**src/rtl/bmp_pkg.sv**
```systemverilog
package bmp_pkg;
  typedef enum logic [2:0] {
    BM_IDLE,
    BM_WAITP,
    BM_ACT,
    BM_CHAIN,
    BM_COL,
    BM_PRE,
    BM_RP
  } bm_state_e;
endpackage

```
**src/rtl/bmp_prio.sv**
```systemverilog
module bmp_prio #(
  parameter int N = 4
) (
  input  logic [N-1:0]                    req,
  output logic                            any,
  output logic [((N>1)?$clog2(N):1)-1:0]  idx
);
  localparam int IW = (N > 1) ? $clog2(N) : 1;

  always_comb begin
    idx = '0;
    for (int i = N - 1; i >= 0; i--) begin
      if (req[i]) idx = IW'(i);
    end
  end

  assign any = |req;
endmodule

```
**src/rtl/bmp_machine.sv**
```systemverilog
module bmp_machine
  import bmp_pkg::*;
#(
  parameter int N      = 4,
  parameter int IW     = 2,
  parameter int BANK_W = 3,
  parameter int ROW_W  = 14,
  parameter int COL_W  = 10,
  parameter int T_RCD  = 3,
  parameter int T_RAS  = 8,
  parameter int T_RP   = 3,
  parameter int TW     = 4
) (
  input  logic              clk,
  input  logic              rst_n,
  input  logic              alloc,
  input  logic              ld_write,
  input  logic [BANK_W-1:0] ld_bank,
  input  logic [ROW_W-1:0]  ld_row,
  input  logic [COL_W-1:0]  ld_col,
  input  logic              ld_has_pred,
  input  logic              ld_hit,
  input  logic [IW-1:0]     ld_pred_idx,
  input  logic              ld_pred_ok,
  input  logic [TW-1:0]     ld_ras,
  input  logic              succ_set,
  input  logic              succ_hit,
  input  logic              row_gnt,
  input  logic              col_gnt,
  input  logic [N-1:0]      col_fire_vec,
  input  logic [N-1:0]      rel_vec,
  input  logic [N*TW-1:0]   ras_vec,
  output logic              busy,
  output logic              tail_ok,
  output logic              past_col,
  output logic              has_succ,
  output logic              row_req,
  output logic              row_pre,
  output logic              col_req,
  output logic              col_fire,
  output logic              rel,
  output logic [TW-1:0]     ras_o,
  output logic              write_o,
  output logic [BANK_W-1:0] bank_o,
  output logic [ROW_W-1:0]  row_o,
  output logic [COL_W-1:0]  col_o
);
  bm_state_e         st_q, st_d;
  logic [IW-1:0]     pred_q;
  logic              pok_q, pok_d;
  logic              sv_q, sh_q;
  logic [TW-1:0]     rcd_q, rcd_d, ras_q, ras_d, rp_q, rp_d;
  logic              row_fire, pred_evt, pred_go, hit_now;

  function automatic logic [TW-1:0] dec(input logic [TW-1:0] v);
    return (v == '0) ? '0 : v - 1'b1;
  endfunction

  assign row_req  = (st_q == BM_ACT) || (st_q == BM_PRE && ras_q == '0);
  assign row_pre  = (st_q == BM_PRE);
  assign col_req  = (st_q == BM_COL) && (rcd_q == '0);
  assign row_fire = row_req && row_gnt;
  assign col_fire = col_req && col_gnt;
  assign rel      = (st_q == BM_RP) && (rp_q == '0);
  assign busy     = (st_q != BM_IDLE);
  assign tail_ok  = busy && (st_q != BM_RP) && !(st_q == BM_PRE && row_fire);
  assign past_col = (st_q == BM_PRE);
  assign has_succ = sv_q;
  assign ras_o    = ras_q;

  assign pred_evt = ((st_q == BM_WAITP) && rel_vec[pred_q]) ||
                    ((st_q == BM_CHAIN) && col_fire_vec[pred_q]);
  assign pred_go  = pok_q || pred_evt;
  assign hit_now  = (sv_q && sh_q) || (succ_set && succ_hit);

  always_comb begin
    st_d  = st_q;
    rcd_d = dec(rcd_q);
    ras_d = dec(ras_q);
    rp_d  = dec(rp_q);
    pok_d = pok_q || pred_evt;
    case (st_q)
      BM_IDLE: if (alloc) begin
        st_d  = !ld_has_pred ? BM_ACT : (ld_hit ? BM_CHAIN : BM_WAITP);
        pok_d = ld_pred_ok;
        ras_d = ld_ras;
        rcd_d = '0;
      end
      BM_WAITP: if (pred_go) st_d = BM_ACT;
      BM_ACT: if (row_fire) begin
        st_d  = BM_COL;
        rcd_d = TW'(T_RCD - 1);
        ras_d = TW'(T_RAS - 1);
      end
      BM_CHAIN: begin
        if (!pok_q) ras_d = ras_vec[pred_q*TW +: TW];
        if (pred_go) st_d = BM_COL;
      end
      BM_COL: if (col_fire) st_d = hit_now ? BM_IDLE : BM_PRE;
      BM_PRE: begin
        if (row_fire) begin
          st_d = BM_RP;
          rp_d = TW'(T_RP - 1);
        end else if (hit_now) begin
          st_d = BM_IDLE;
        end
      end
      BM_RP: if (rp_q == '0) st_d = BM_IDLE;
      default: st_d = BM_IDLE;
    endcase
  end

  always_ff @(posedge clk or negedge rst_n) begin
    if (!rst_n) begin
      st_q  <= BM_IDLE;
      pok_q <= 1'b0;
      rcd_q <= '0;
      ras_q <= '0;
      rp_q  <= '0;
    end else begin
      st_q  <= st_d;
      pok_q <= pok_d;
      rcd_q <= rcd_d;
      ras_q <= ras_d;
      rp_q  <= rp_d;
    end
  end

  always_ff @(posedge clk or negedge rst_n) begin
    if (!rst_n) begin
      write_o <= 1'b0;
      bank_o  <= '0;
      row_o   <= '0;
      col_o   <= '0;
      pred_q  <= '0;
    end else if (alloc) begin
      write_o <= ld_write;
      bank_o  <= ld_bank;
      row_o   <= ld_row;
      col_o   <= ld_col;
      pred_q  <= ld_pred_idx;
    end
  end

  always_ff @(posedge clk or negedge rst_n) begin
    if (!rst_n) begin
      sv_q <= 1'b0;
      sh_q <= 1'b0;
    end else if (alloc) begin
      sv_q <= 1'b0;
      sh_q <= 1'b0;
    end else if (succ_set) begin
      sv_q <= 1'b1;
      sh_q <= succ_hit;
    end
  end
endmodule

```
**src/rtl/bank_machine_pool.sv**
```systemverilog
module bank_machine_pool #(
  parameter int NUM_BM = 4,
  parameter int BANK_W = 3,
  parameter int ROW_W  = 14,
  parameter int COL_W  = 10,
  parameter int T_RCD  = 3,
  parameter int T_RAS  = 8,
  parameter int T_RP   = 3
) (
  input  logic                      clk,
  input  logic                      rst_n,
  input  logic                      req_valid,
  output logic                      req_ready,
  input  logic                      req_write,
  input  logic [BANK_W-1:0]         req_bank,
  input  logic [ROW_W-1:0]          req_row,
  input  logic [COL_W-1:0]          req_col,
  output logic [NUM_BM-1:0]         row_req,
  output logic [NUM_BM-1:0]         row_is_pre,
  input  logic [NUM_BM-1:0]         row_gnt,
  output logic [NUM_BM-1:0]         col_req,
  input  logic [NUM_BM-1:0]         col_gnt,
  output logic [NUM_BM-1:0]         bm_write,
  output logic [NUM_BM*BANK_W-1:0]  bm_bank,
  output logic [NUM_BM*ROW_W-1:0]   bm_row,
  output logic [NUM_BM*COL_W-1:0]   bm_col
);
  localparam int IW    = (NUM_BM > 1) ? $clog2(NUM_BM) : 1;
  localparam int T_M1  = (T_RCD > T_RAS) ? T_RCD : T_RAS;
  localparam int T_MAX = (T_M1 > T_RP) ? T_M1 : T_RP;
  localparam int TW    = $clog2(T_MAX + 1);

  logic [1:0]          rst_pipe;
  logic                rst_n_i;
  logic [NUM_BM-1:0]   busy, tail_ok, past_col, has_succ, col_fire, rel, cand;
  logic [NUM_BM*TW-1:0] ras_vec;
  logic [ROW_W-1:0]    m_row [NUM_BM];
  logic [IW-1:0]       head_idx, tail_idx;
  logic                head_any, tail_found, accept, hit, ld_pred_ok;

  always_ff @(posedge clk or negedge rst_n) begin
    if (!rst_n) rst_pipe <= '0;
    else        rst_pipe <= {rst_pipe[0], 1'b1};
  end
  assign rst_n_i = rst_pipe[1];

  bmp_prio #(.N(NUM_BM)) i_head (.req(~busy), .any(head_any), .idx(head_idx));
  bmp_prio #(.N(NUM_BM)) i_tail (.req(cand), .any(tail_found), .idx(tail_idx));

  assign req_ready  = head_any;
  assign accept     = req_valid && req_ready;
  assign hit        = tail_found && tail_ok[tail_idx] && (m_row[tail_idx] == req_row);
  assign ld_pred_ok = hit ? (col_fire[tail_idx] || past_col[tail_idx]) : rel[tail_idx];

  for (genvar i = 0; i < NUM_BM; i++) begin : g_bm
    assign cand[i] = busy[i] && !has_succ[i] &&
                     (bm_bank[i*BANK_W +: BANK_W] == req_bank);

    bmp_machine #(
      .N(NUM_BM), .IW(IW), .BANK_W(BANK_W), .ROW_W(ROW_W), .COL_W(COL_W),
      .T_RCD(T_RCD), .T_RAS(T_RAS), .T_RP(T_RP), .TW(TW)
    ) i_machine (
      .clk          (clk),
      .rst_n        (rst_n_i),
      .alloc        (accept && (head_idx == IW'(i))),
      .ld_write     (req_write),
      .ld_bank      (req_bank),
      .ld_row       (req_row),
      .ld_col       (req_col),
      .ld_has_pred  (tail_found),
      .ld_hit       (hit),
      .ld_pred_idx  (tail_idx),
      .ld_pred_ok   (ld_pred_ok),
      .ld_ras       (ras_vec[tail_idx*TW +: TW]),
      .succ_set     (accept && tail_found && (tail_idx == IW'(i))),
      .succ_hit     (hit),
      .row_gnt      (row_gnt[i]),
      .col_gnt      (col_gnt[i]),
      .col_fire_vec (col_fire),
      .rel_vec      (rel),
      .ras_vec      (ras_vec),
      .busy         (busy[i]),
      .tail_ok      (tail_ok[i]),
      .past_col     (past_col[i]),
      .has_succ     (has_succ[i]),
      .row_req      (row_req[i]),
      .row_pre      (row_is_pre[i]),
      .col_req      (col_req[i]),
      .col_fire     (col_fire[i]),
      .rel          (rel[i]),
      .ras_o        (ras_vec[i*TW +: TW]),
      .write_o      (bm_write[i]),
      .bank_o       (bm_bank[i*BANK_W +: BANK_W]),
      .row_o        (m_row[i]),
      .col_o        (bm_col[i*COL_W +: COL_W])
    );

    assign bm_row[i*ROW_W +: ROW_W] = m_row[i];
  end
endmodule

```
**config.mk**
```make
export PLATFORM = sky130hd
export DESIGN_NAME = bank_machine_pool
export DESIGN_NICKNAME = d
export VERILOG_FILES = /design/src/rtl/bmp_pkg.sv /design/src/rtl/bmp_prio.sv /design/src/rtl/bmp_machine.sv /design/src/rtl/bank_machine_pool.sv
export SDC_FILE = /design/constraint.sdc
export NUM_CORES = 1
export LEC_CHECK = 0
export CAP_MARGIN = 10
export CORE_AREA = 2 2 142 144
export DETAILED_ROUTE_END_ITERATION = 6
export DIE_AREA = 0 0 144 146
export GPL_TIMING_DRIVEN = 0
export HOLD_SLACK_MARGIN = 0.05
export PLACE_DENSITY = 0.81
export SLEW_MARGIN = 20
export SYNTH_ARGS = -nofsm -noshare
export SYNTH_HDL_FRONTEND = slang
export SYNTH_HIERARCHICAL = 1
export SYNTH_SLANG_ARGS = --single-unit
```
**constraint.sdc**
```tcl
create_clock -name clk -period 6.8 [get_ports clk]
set_clock_uncertainty 0.1 [all_clocks]
set_input_delay 1.36 -clock clk [delete_from_list [all_inputs] [get_ports clk]]
set_output_delay 1.36 -clock clk [all_outputs]
set_load 0.1 [all_outputs]
```
==> impl_metrics.csv, run 1 <==
group,metric,value,unit
status,outcome,"completed",
logic_synthesis,synth_edf_count,0,
critical_path,cp-end-kind,"flop",
layout,drive_gt1_share,20.5,%
route,num_vias,8392,
sta,worstMarginPinSlew,1.07,ns
cts,cts-buffers-inserted,17,
global_route,grt_max_degree,52,
logic_synthesis,ys_ff_latch,194,
place,hpwlAfterDp,19500,microns
route,drt-initial-drc-count,720,
sta,rsz0062_at_grt,"no",
layout,syn2layout_area_growth,25.8,%
route,drc_errors,0,
place,gp_congestion,0.874,
floorplanning,core_area,19300,sq um
floorplanning,die_h,146,microns
floorplanning,ios,164,
cts,cts_tree,"yes",
logic_synthesis,synth_area_leaders,"dfrtp_1 46%, mux2_2 14%, mux4_1 6.4%, mux4_2 2.8%, nor2_1 2.7%",
cts,cts_buffer_depth,2,
sta,fin_crit,6.15,ns
global_route,antenna_found_initial,0,
critical_path,worstPathRequired,7.03,ns
sta,fmax,163,MHz
logic_synthesis,synth_area_leader_cell,"dfrtp_1",
cts,clk_pin_slew,0.08,ns
job,maxCapViolations,0,
critical_path,setup.worst_path.class,"in -> reg",
critical_path,startpoint_type,"primary input",
logic_synthesis,synth_async_sr_flop_share,100,%
floorplanning,die_x,144,microns
cts,cts_root_buf,"clkbuf_16",
cts,clk_latency,0.44,ns
layout,nNetsFinal,1147,
route,dr.pass1.iters,5,
hold_path,min_path_type,"reg -> async",
layout,diodes,0,
floorplanning,placementRows,51,
logic_synthesis,synth_top_area_share,45.8,%
logic_synthesis,synth_warnings,6,
sta,report.final.slew_viol_count,0,
logic_synthesis,synth_nets,957,
floorplanning,die_area,21000,sq um
sta,finalCritPeriodShare,90.4,%
logic_synthesis,ys_seq_area_share,45.8,%
global_route,first_global_vias,8278,
logic_synthesis,netlist_area,10600,sq um
sta,hold_viol,0,
layout,layout.cells.most_common,"dfrtp_1",
critical_path,worstPathArrival,6.38,ns
floorplanning,start_util,54.9,%
route,wl,27500,microns
sta,finalSetupViolations,0,
route,vias_per_cell,6.05,
global_route,grt_usage,27.0,%
route,final_antenna_net_count,0,
cts,h-tree-depth,4,
cts,clock_sinks,194,
sta,slew_headroom,28.3,%
global_route,grt_pass1_wl,44500,microns
logic_synthesis,synth.avg_cell_area,11.6,sq um
critical_path,cp_max_fo,10,
logic_synthesis,syn_inst,918,
logic_synthesis,synth_cell_type_count,61,
route,routedWlPerCell,19.8,microns
global_route,gr-total-overflow,0,
place,portBuffers,163,
layout,utilization,69.0,%
logic_synthesis,ys.flop_type,"dfrtp_1",
layout,final_cell_mix,"193 x dfrtp_1, 163 x clkdlybuf4s50_1, 130 x mux2_2, 77 x nor2_1, 50 x nand2_1",
[layout make-up]
cell class / count / area (sq um)
plain buffers: 55 / 260
clock buffers: 17 / 425
clock inverters: 15 / 196
fillers: 1406 / 6000
inverters: 25 / 93.8
multi-input cells: 644 / 5410
flip-flops and latches: 194 / 4860
well taps: 265 / 332
repair buffers: 171 / 1760
[per-stage QoR]
| stage | area [sq um] | setup WS (ns) | hold WS, ns | setup TNS [ns] | cells |
|---|---|---|---|---|---|
| 2_1_floorplan | 10600 | 0.894 | 0.231 | 0 | 918 |
| 3_3_place_gp | 12600 | -1.31 | 0.239 | -250.73 | 1346 |
| 3_5_place_dp | 12700 | -0.224 | 0.236 | -0.626 | 1349 |
| 4_1_cts | 13300 | 0.215 | 0.266 | 0 | 1381 |
| 5_1_grt | 13300 | 0.280 | 0.277 | 0 | 1386 |
| 6_report | 13300 | 0.652 | 0.262 | 0 | 1386 |
[worst max-delay path: stages]
cell	delay [ns]
clkdlybuf4s50_1	0.56
buf_1	0.27
xnor2_1	0.16
nand2_1	0.07
nor4_1	0.31
nor2_1	0.10
nor3_1	0.53
clkbuf_1	0.45
buf_1	0.51
mux4_1	0.40
xnor2_1	0.17
nand4_1	0.15
nor4_4	0.29
buf_4	0.21
buf_4	0.13
a22o_1	0.16
a21oi_1	0.05
a2bb2oi_1	0.20
o21ai_0	0.09
and2_2	0.21
[Yosys cell counts (4+ instances only)]
cell type,n
a22o_1,6
inv_1,25
nor4_1,15
mux4_1,26
o221ai_1,4
mux2i_1,18
mux2_4,4
a31oi_1,6
o31ai_1,13
nand2_1,50
or3_4,7
clkbuf_1,42
or4b_2,5
and2_1,5
and3_1,4
nand3_1,16
a21oi_1,27
mux2_2,130
mux4_2,13
dfrtp_1,194
buf_6,5
xnor2_1,21
nor3_1,46
or3_1,7
nor2_1,77
a211oi_1,9
xor2_1,8
buf_4,4
o21ai_0,37
a22oi_1,15
nand3b_1,5
nand2b_1,20
[worst paths after layout]
path	slack, ns	to	depth (start not counted)	startpoint
hold reg to reg	0.26	g_bm[1].i_machine/col_o[0]	0	rst_pipe[1]
setup / recovery	0.65	g_bm[2].i_machine/st_q[0]	20	req_bank[2]
min in group clk	0.26	rst_pipe[1]	0	rst_pipe[0]
setup reg to reg	1.29	g_bm[2].i_machine/st_q[0]	20	g_bm[3].i_machine/st_q[1]
hold / removal	0.26	g_bm[1].i_machine/col_o[0]	0	rst_pipe[1]
max in group asynchronous	5.36	g_bm[0].i_machine/rcd_q[0]	2	rst_pipe[1]
[metal layers]
metal	routed length [microns]	vias to the layer above	track usage, %
met1	11100	4216	35.3
li1	-	3795	-
met5	0	-	0
met3	2310	47	7.83
met4	619	0	7.55
met2	13400	334	43.9
[kinds of logic (layout without fill, tap and decap cells)]
family,count (synthesis),count (layout),synth area share [%]
flip-flops,194,194,45.8
AND/OR/NAND/NOR,276,276,13.6
XOR/XNOR,29,29,2.40
buffers and inverters,80,283,3.34
multiplexers,192,192,25.4
other,1,1,0.0354
AO/OA/AOI/OAI,146,146,9.44
[registers in the layout (all words and copies together) (netlist names)]
register / cells
g_bm.i_machine/row_o: 56
g_bm.i_machine/col_o: 40
g_bm.i_machine/ras_o: 16
g_bm.i_machine/rcd_q: 16
g_bm.i_machine/rp_q: 16
g_bm.i_machine/bank_o: 12
g_bm.i_machine/st_q: 12
g_bm.i_machine/pred_q: 8
g_bm.i_machine/has_succ: 4
g_bm.i_machine/pok_q: 4
g_bm.i_machine/sh_q: 4
g_bm.i_machine/write_o: 4
rst_pipe: 2
[repair_timing]
action,in CTS,in global routing
buffers inserted,0,5
hold buffers,0,0
gates resized for setup,0,0
setup endpoints to repair,0,5
Power of run 1 is left out: the tool's default activity adds up to more than one toggle a clock period on the data nets, which glitch-free logic cannot reach.
==> run 2, diff against run 1 <==
Settings changed: CORE_AREA 2 2 142 144 to 2 2 151 153, DIE_AREA 0 0 144 146 to 0 0 153 155, PLACE_DENSITY 0.81 to 0.75.
Clock period 6.8 ns to 5.5 ns, I/O delays scaled along.
==> impl_metrics.csv, run 2 (synthesis gave the netlist of run 1 again) <==
group,metric,value,unit
floorplanning,die_area,23700,sq um
floorplanning,start_util,47.7,%
status,outcome,"completed",
sta,fin_crit,5.23,ns
critical_path,worstPathRequired,5.73,ns
global_route,grt_max_degree,53,
cts,clk_latency,0.44,ns
critical_path,reg2reg_to,"g_bm[2].i_machine/st_q[0]",
route,dr.pass1.iters,6,
floorplanning,core_area,22200,sq um
cts,cts.hold.buffers_added,0,
cts,cts_tree,"yes",
layout,layout.cells.most_common,"dfrtp_1",
global_route,gr-total-overflow,0,
cts,h-tree-depth,4,
sta,hold_viol,0,
cts,cts_root_buf,"clkbuf_16",
route,drc_errors,0,
critical_path,setup.worst_path.class,"in -> reg",
sta,rsz0062_at_grt,"no",
layout,largest_reg_flops,56,
global_route,first_global_vias,8119,
sta,fmax,191,MHz
layout,nNetsFinal,1145,
place,hpwlAfterDp,19300,microns
route,final_antenna_net_count,0,
route,wl,27200,microns
route,num_vias,8227,
hold_path,min_path_type,"reg -> async",
layout,final_cell_mix,"193 x dfrtp_1, 161 x clkdlybuf4s50_1, 130 x mux2_2, 77 x nor2_1, 50 x nand2_1",
route,routedWlPerCell,19.3,microns
critical_path,startpoint_type,"primary input",
layout,regArea,4860,sq um
global_route,grt_usage,23.0,%
place,portBuffers,163,
critical_path,r2r_setup_slack,0.35,ns
cts,clock_sinks,194,
sta,worstMarginPinSlew,1.13,ns
layout,diodes,0,
layout,reg_top3,"g_bm.i_machine/row_o (56), g_bm.i_machine/col_o (40)",
critical_path,cp-end-kind,"flop",
cts,clk_pin_slew,0.08,ns
route,drt-initial-drc-count,703,
global_route,antenna_found_initial,0,
cts,cts_buffer_depth,2,
sta,fin_setup_tns,0,ns
floorplanning,ios,164,
critical_path,cp_max_fo,10,
floorplanning,die_x,153,microns
sta,finalSetupViolations,0,
place,dp.cells,1370,
place,gp_congestion,0.880,
sta,slew_headroom,24.0,%
layout,fillers,1808,
layout,multi_input_area,5430,sq um
layout,instances_no_fill,1404,
sta,finalCritPeriodShare,95.1,%
global_route,grt_pass1_wl,43600,microns
sta,report.final.slew_viol_count,0,
critical_path,worstPathArrival,5.46,ns
layout,syn2layout_area_growth,26.0,%
critical_path,r2r-start,"g_bm[3].i_machine/st_q[1]",
floorplanning,die_h,155,microns
layout,drive_gt1_share,20.7,%
critical_path,r2r_cells,19,
cts,cts-buffers-inserted,17,
floorplanning,placementRows,55,
route,vias_per_cell,5.86,
job,maxCapViolations,0,
layout,largest-register,"g_bm.i_machine/row_o",
-- run 2: changes by cell type in the layout (fill, tap and decap cells not counted), moves of 2 or more --
cell             change
buf_1                -2
clkdlybuf4s50_1      -2
inv_12               -2
dlymetal6s2s_1       +2
clkinv_8             +2
-- run 2: worst max path at each step --
stage / from / to / slack, ns / cells after the start
global placement: req_bank[0] / g_bm[2].i_machine/st_q[0] / -1.28 / 18
detailed placement: req_bank[2] / g_bm[2].i_machine/st_q[0] / -1.41 / 18
CTS: req_bank[2] / g_bm[2].i_machine/st_q[0] / 0.01 / 18
finish: req_bank[1] / g_bm[2].i_machine/st_q[0] / 0.27 / 17
global route: g_bm[3].i_machine/st_q[1] / g_bm[2].i_machine/st_q[0] / 0.04 / 19
floorplan: g_bm[1].i_machine/rcd_q[1] / g_bm[3].i_machine/st_q[1] / 0.31 / 8
-- run 2: layout make-up --
| type | instances | share of cell area [%] |
|---|---|---|
| multi-input cells | 644 | 40.6 |
| flip-flops and latches | 194 | 36.3 |
| repair buffers | 171 | 13.2 |
| clock buffers | 18 | 3.21 |
| well taps | 285 | 2.67 |
| plain buffers | 53 | 1.91 |
| clock inverters | 14 | 1.38 |
| inverters | 25 | 0.702 |
-- run 2: timing repair --
action / CTS / global route
endpoints found under the setup margin: 20 / 12
pin swaps: 1 / 2
gates resized for setup: 5 / 3
setup buffers: 4 / 0
endpoints found under the hold margin: 0 / 0
-- run 2: through the flow --
step                hold WS, ns  utilization [%]  setup WS [ns]  cell area [sq um]
floorplan                 0.231                -          0.307              10600
global placement          0.235             56.7          -1.28              12600
detailed placement        0.154             57.1          -1.41              12700
CTS                       0.160             60.1         0.0139              13400
global route              0.188             60.1         0.0382              13400
finish                    0.145             60.1          0.271              13400
-- run 2: worst max-delay path, stage by stage --
cell	delay (ns)
clkdlybuf4s50_1	0.61
xor2_1	0.28
nor4_4	0.26
inv_1	0.14
a21oi_4	0.33
buf_6	0.23
mux4_2	0.53
xor2_1	0.17
nor4_2	0.28
o21ai_1	0.16
nor4_4	0.37
buf_4	0.24
a22o_1	0.20
a21oi_1	0.06
a2bb2oi_1	0.21
o21ai_0	0.09
and2_2	0.20
-- run 2: metal layers --
| metal | share of wire, % | global-route usage [%] | up-vias |
|---|---|---|---|
| li1 | - | - | 3800 |
| met1 | 43 | 30.5 | 4084 |
| met2 | 48 | 37.5 | 308 |
| met3 | 7.7 | 6.27 | 35 |
| met4 | 1.8 | 6.44 | 0 |
| met5 | 0 | 0 | - |
Power of run 2 is left out for the same reason.
==> run 3, diff against run 2 <==
Settings changed: ABC_AREA set to 1, CORE_AREA 2 2 151 153 to 2 2 152 154, DIE_AREA 0 0 153 155 to 0 0 154 156, MAX_ROUTING_LAYER set to met4, PLACE_DENSITY 0.75 to 0.76.
==> impl_metrics.csv, run 3 <==
group,metric,value,unit
floorplanning,die_h,156,microns
layout,final_cell_mix,"755 x nand2_1, 193 x dfrtp_1, 163 x clkdlybuf4s50_1, 110 x inv_1, 99 x nor2_1",
sta,hold_viol,0,
cts,cts_tree,"yes",
logic_synthesis,synth_edf_count,0,
place,portBuffers,163,
logic_synthesis,post-synth-top-count-cell,"nand2_1",
route,routedWlPerCell,16.4,microns
route,dr.pass1.iters,5,
cts,h-tree-depth,4,
sta,finalCritPeriodShare,95.8,%
floorplanning,ios,164,
logic_synthesis,ys.flop_type,"dfrtp_1",
place,hpwlAfterDp,23900,microns
sta,fin_hold_ws,0.144,ns
route,vias_per_cell,5.39,
critical_path,cp_max_fo,10,
sta,worstMarginPinSlew,1.06,ns
global_route,gr-total-overflow,0,
layout,largest-register,"g_bm.i_machine/row_o",
layout,multi_input_area,5350,sq um
route,num_vias,11100,
layout,largest_reg_flops,56,
layout,nNetsFinal,1797,
sta,fin_setup_tns,0,ns
logic_synthesis,ys_seq_area_share,44.2,%
critical_path,cp-end-kind,"flop",
global_route,first_global_vias,10600,
cts,cts_buffer_depth,2,
logic_synthesis,synth_async_sr_flop_share,100,%
global_route,grt_usage,29.2,%
logic_synthesis,synth_area_leader_cell,"dfrtp_1",
logic_synthesis,synth_warnings,6,
logic_synthesis,netlist_area,11000,sq um
sta,report.final.slew_viol_count,0,
place,dpl_cell_area,13100,sq um
floorplanning,die_area,24000,sq um
route,wl,33600,microns
cts,cts_root_buf,"clkbuf_16",
sta,fin_crit,5.27,ns
layout,diodes,0,
logic_synthesis,synth_cell_type_count,45,
layout,fillers,2023,
critical_path,startpoint_type,"primary input",
route,drc_errors,0,
critical_path,worstPathArrival,5.49,ns
route,final_antenna_net_count,0,
critical_path,worstPathRequired,5.72,ns
sta,slew_headroom,28.8,%
logic_synthesis,yosys-top-cells-count,"755 x nand2_1, 194 x dfrtp_1, 111 x inv_1, 99 x nor2_1, 90 x nand3_1",
route,drt-initial-drc-count,1057,
status,outcome,"completed",
logic_synthesis,synth_nets,1611,
layout,layout.cells.most_common,"nand2_1",
global_route,grt_max_degree,56,
global_route,antenna_found_initial,0,
layout,drive_gt1_share,8.75,%
layout,reg_top3,"g_bm.i_machine/row_o (56), g_bm.i_machine/col_o (40)",
sta,fmax,190,MHz
place,place_ws,-0.251,ns
floorplanning,start_util,49.1,%
logic_synthesis,syn_inst,1572,
logic_synthesis,ys_ff_latch,194,
sta,worst_slack,0.229,ns
cts,cts-buffers-inserted,17,
place,gp_congestion,0.931,
cts,clock_sinks,194,
cts,post-cts-setup-buffers,0,
layout,finish.instance_area,13800,sq um
job,maxCapViolations,0,
cts,clk_pin_slew,0.09,ns
layout,syn2layout_area_growth,25.3,%
layout,regArea,4860,sq um
global_route,grt_pass1_wl,54100,microns
hold_path,min_path_type,"reg -> async",
critical_path,setup.worst_path.class,"in -> reg",
cts,clk_latency,0.45,ns
logic_synthesis,synth.avg_cell_area,6.99,sq um
floorplanning,placementRows,55,
logic_synthesis,synth_top_area_share,44.2,%
floorplanning,die_x,154,microns
floorplanning,core_area,22400,sq um
sta,finalSetupViolations,0,
logic_synthesis,synth_area_leaders,"dfrtp_1 44%, nand2_1 26%, nand3_1 4.1%, inv_1 3.8%, nor2_1 3.4%",
## run 3: logic make-up (layout without fill, tap and decap cells)
group	after synthesis	after routing	share of synthesized area, %
AND/OR/NAND/NOR	1028	1028	38.8
other	1	1	0.0341
AO/OA/AOI/OAI	157	157	9.14
XOR/XNOR	6	6	0.478
flip-flops	194	194	44.2
buffers and inverters	186	385	7.35
## run 3: layout make-up
cell class | count | share of cell area [%]
multi-input cells | 1192 | 38.9
flip-flops and latches | 194 | 35.3
repair buffers | 167 | 12.5
inverters | 136 | 3.75
clock buffers | 17 | 3.09
well taps | 285 | 2.59
plain buffers | 50 | 2.14
clock inverters | 15 | 1.67
## run 3: path summary, 6_finish.rpt
| path | from | to | slack (ns) | cells past startpoint |
|---|---|---|---|---|
| worst max-delay path | req_bank[2] | g_bm[0].i_machine/st_q[0] | 0.23 | 26 |
| worst min-delay path | rst_pipe[1] | g_bm[3].i_machine/col_o[0] | 0.14 | 0 |
| max in group asynchronous | rst_pipe[1] | g_bm[0].i_machine/rp_q[3] | 4.27 | 2 |
| worst max register to register | g_bm[3].i_machine/st_q[1] | g_bm[0].i_machine/st_q[0] | 0.73 | 26 |
| worst min register to register | rst_pipe[1] | g_bm[3].i_machine/col_o[0] | 0.14 | 0 |
| min in group clk | rst_pipe[0] | rst_pipe[1] | 0.26 | 0 |
## run 3: what timing repair did
| item | in CTS | in global routing |
|---|---|---|
| hold buffers | 0 | 0 |
| setup endpoints to repair | 0 | 12 |
| gates resized for setup | 0 | 8 |
## run 3: layer usage
layer  share of wire [%]  track usage [%]  vias to the layer above
met1                  41             36.1                     5260
met5                   0                -                        -
li1                    -                -                     5346
met4                 2.3             8.77                        0
met3                 8.5             7.50                       72
met2                  48             47.5                      410
## run 3: stage by stage
stage,cells,util (%)
2_1_floorplan,1572,-
3_3_place_gp,2020,58.0
3_5_place_dp,2024,58.5
4_1_cts,2056,61.4
5_1_grt,2056,61.5
6_report,2056,61.5
## run 3: critical path, stage by stage
cell and delay, ns:
clkdlybuf4s50_1 0.60, inv_1 0.17, a211oi_1 0.30, nand2_1 0.14
a2111oi_2 0.28, inv_2 0.11, a21oi_4 0.29, buf_2 0.32
buf_4 0.26, nand2_1 0.10, nand3_1 0.10, nand2_1 0.07
nor2_1 0.08, nand2_1 0.05, nor2_1 0.29, nand2_1 0.17
clkinvlp_4 0.22, nand2_1 0.10, nand2_1 0.11, inv_1 0.10
nand2_1 0.10, a21oi_2 0.05, nor2_4 0.14, nand2_2 0.08
nand2_1 0.08, nand2_1 0.06
Power of run 3 is left out for the same reason.
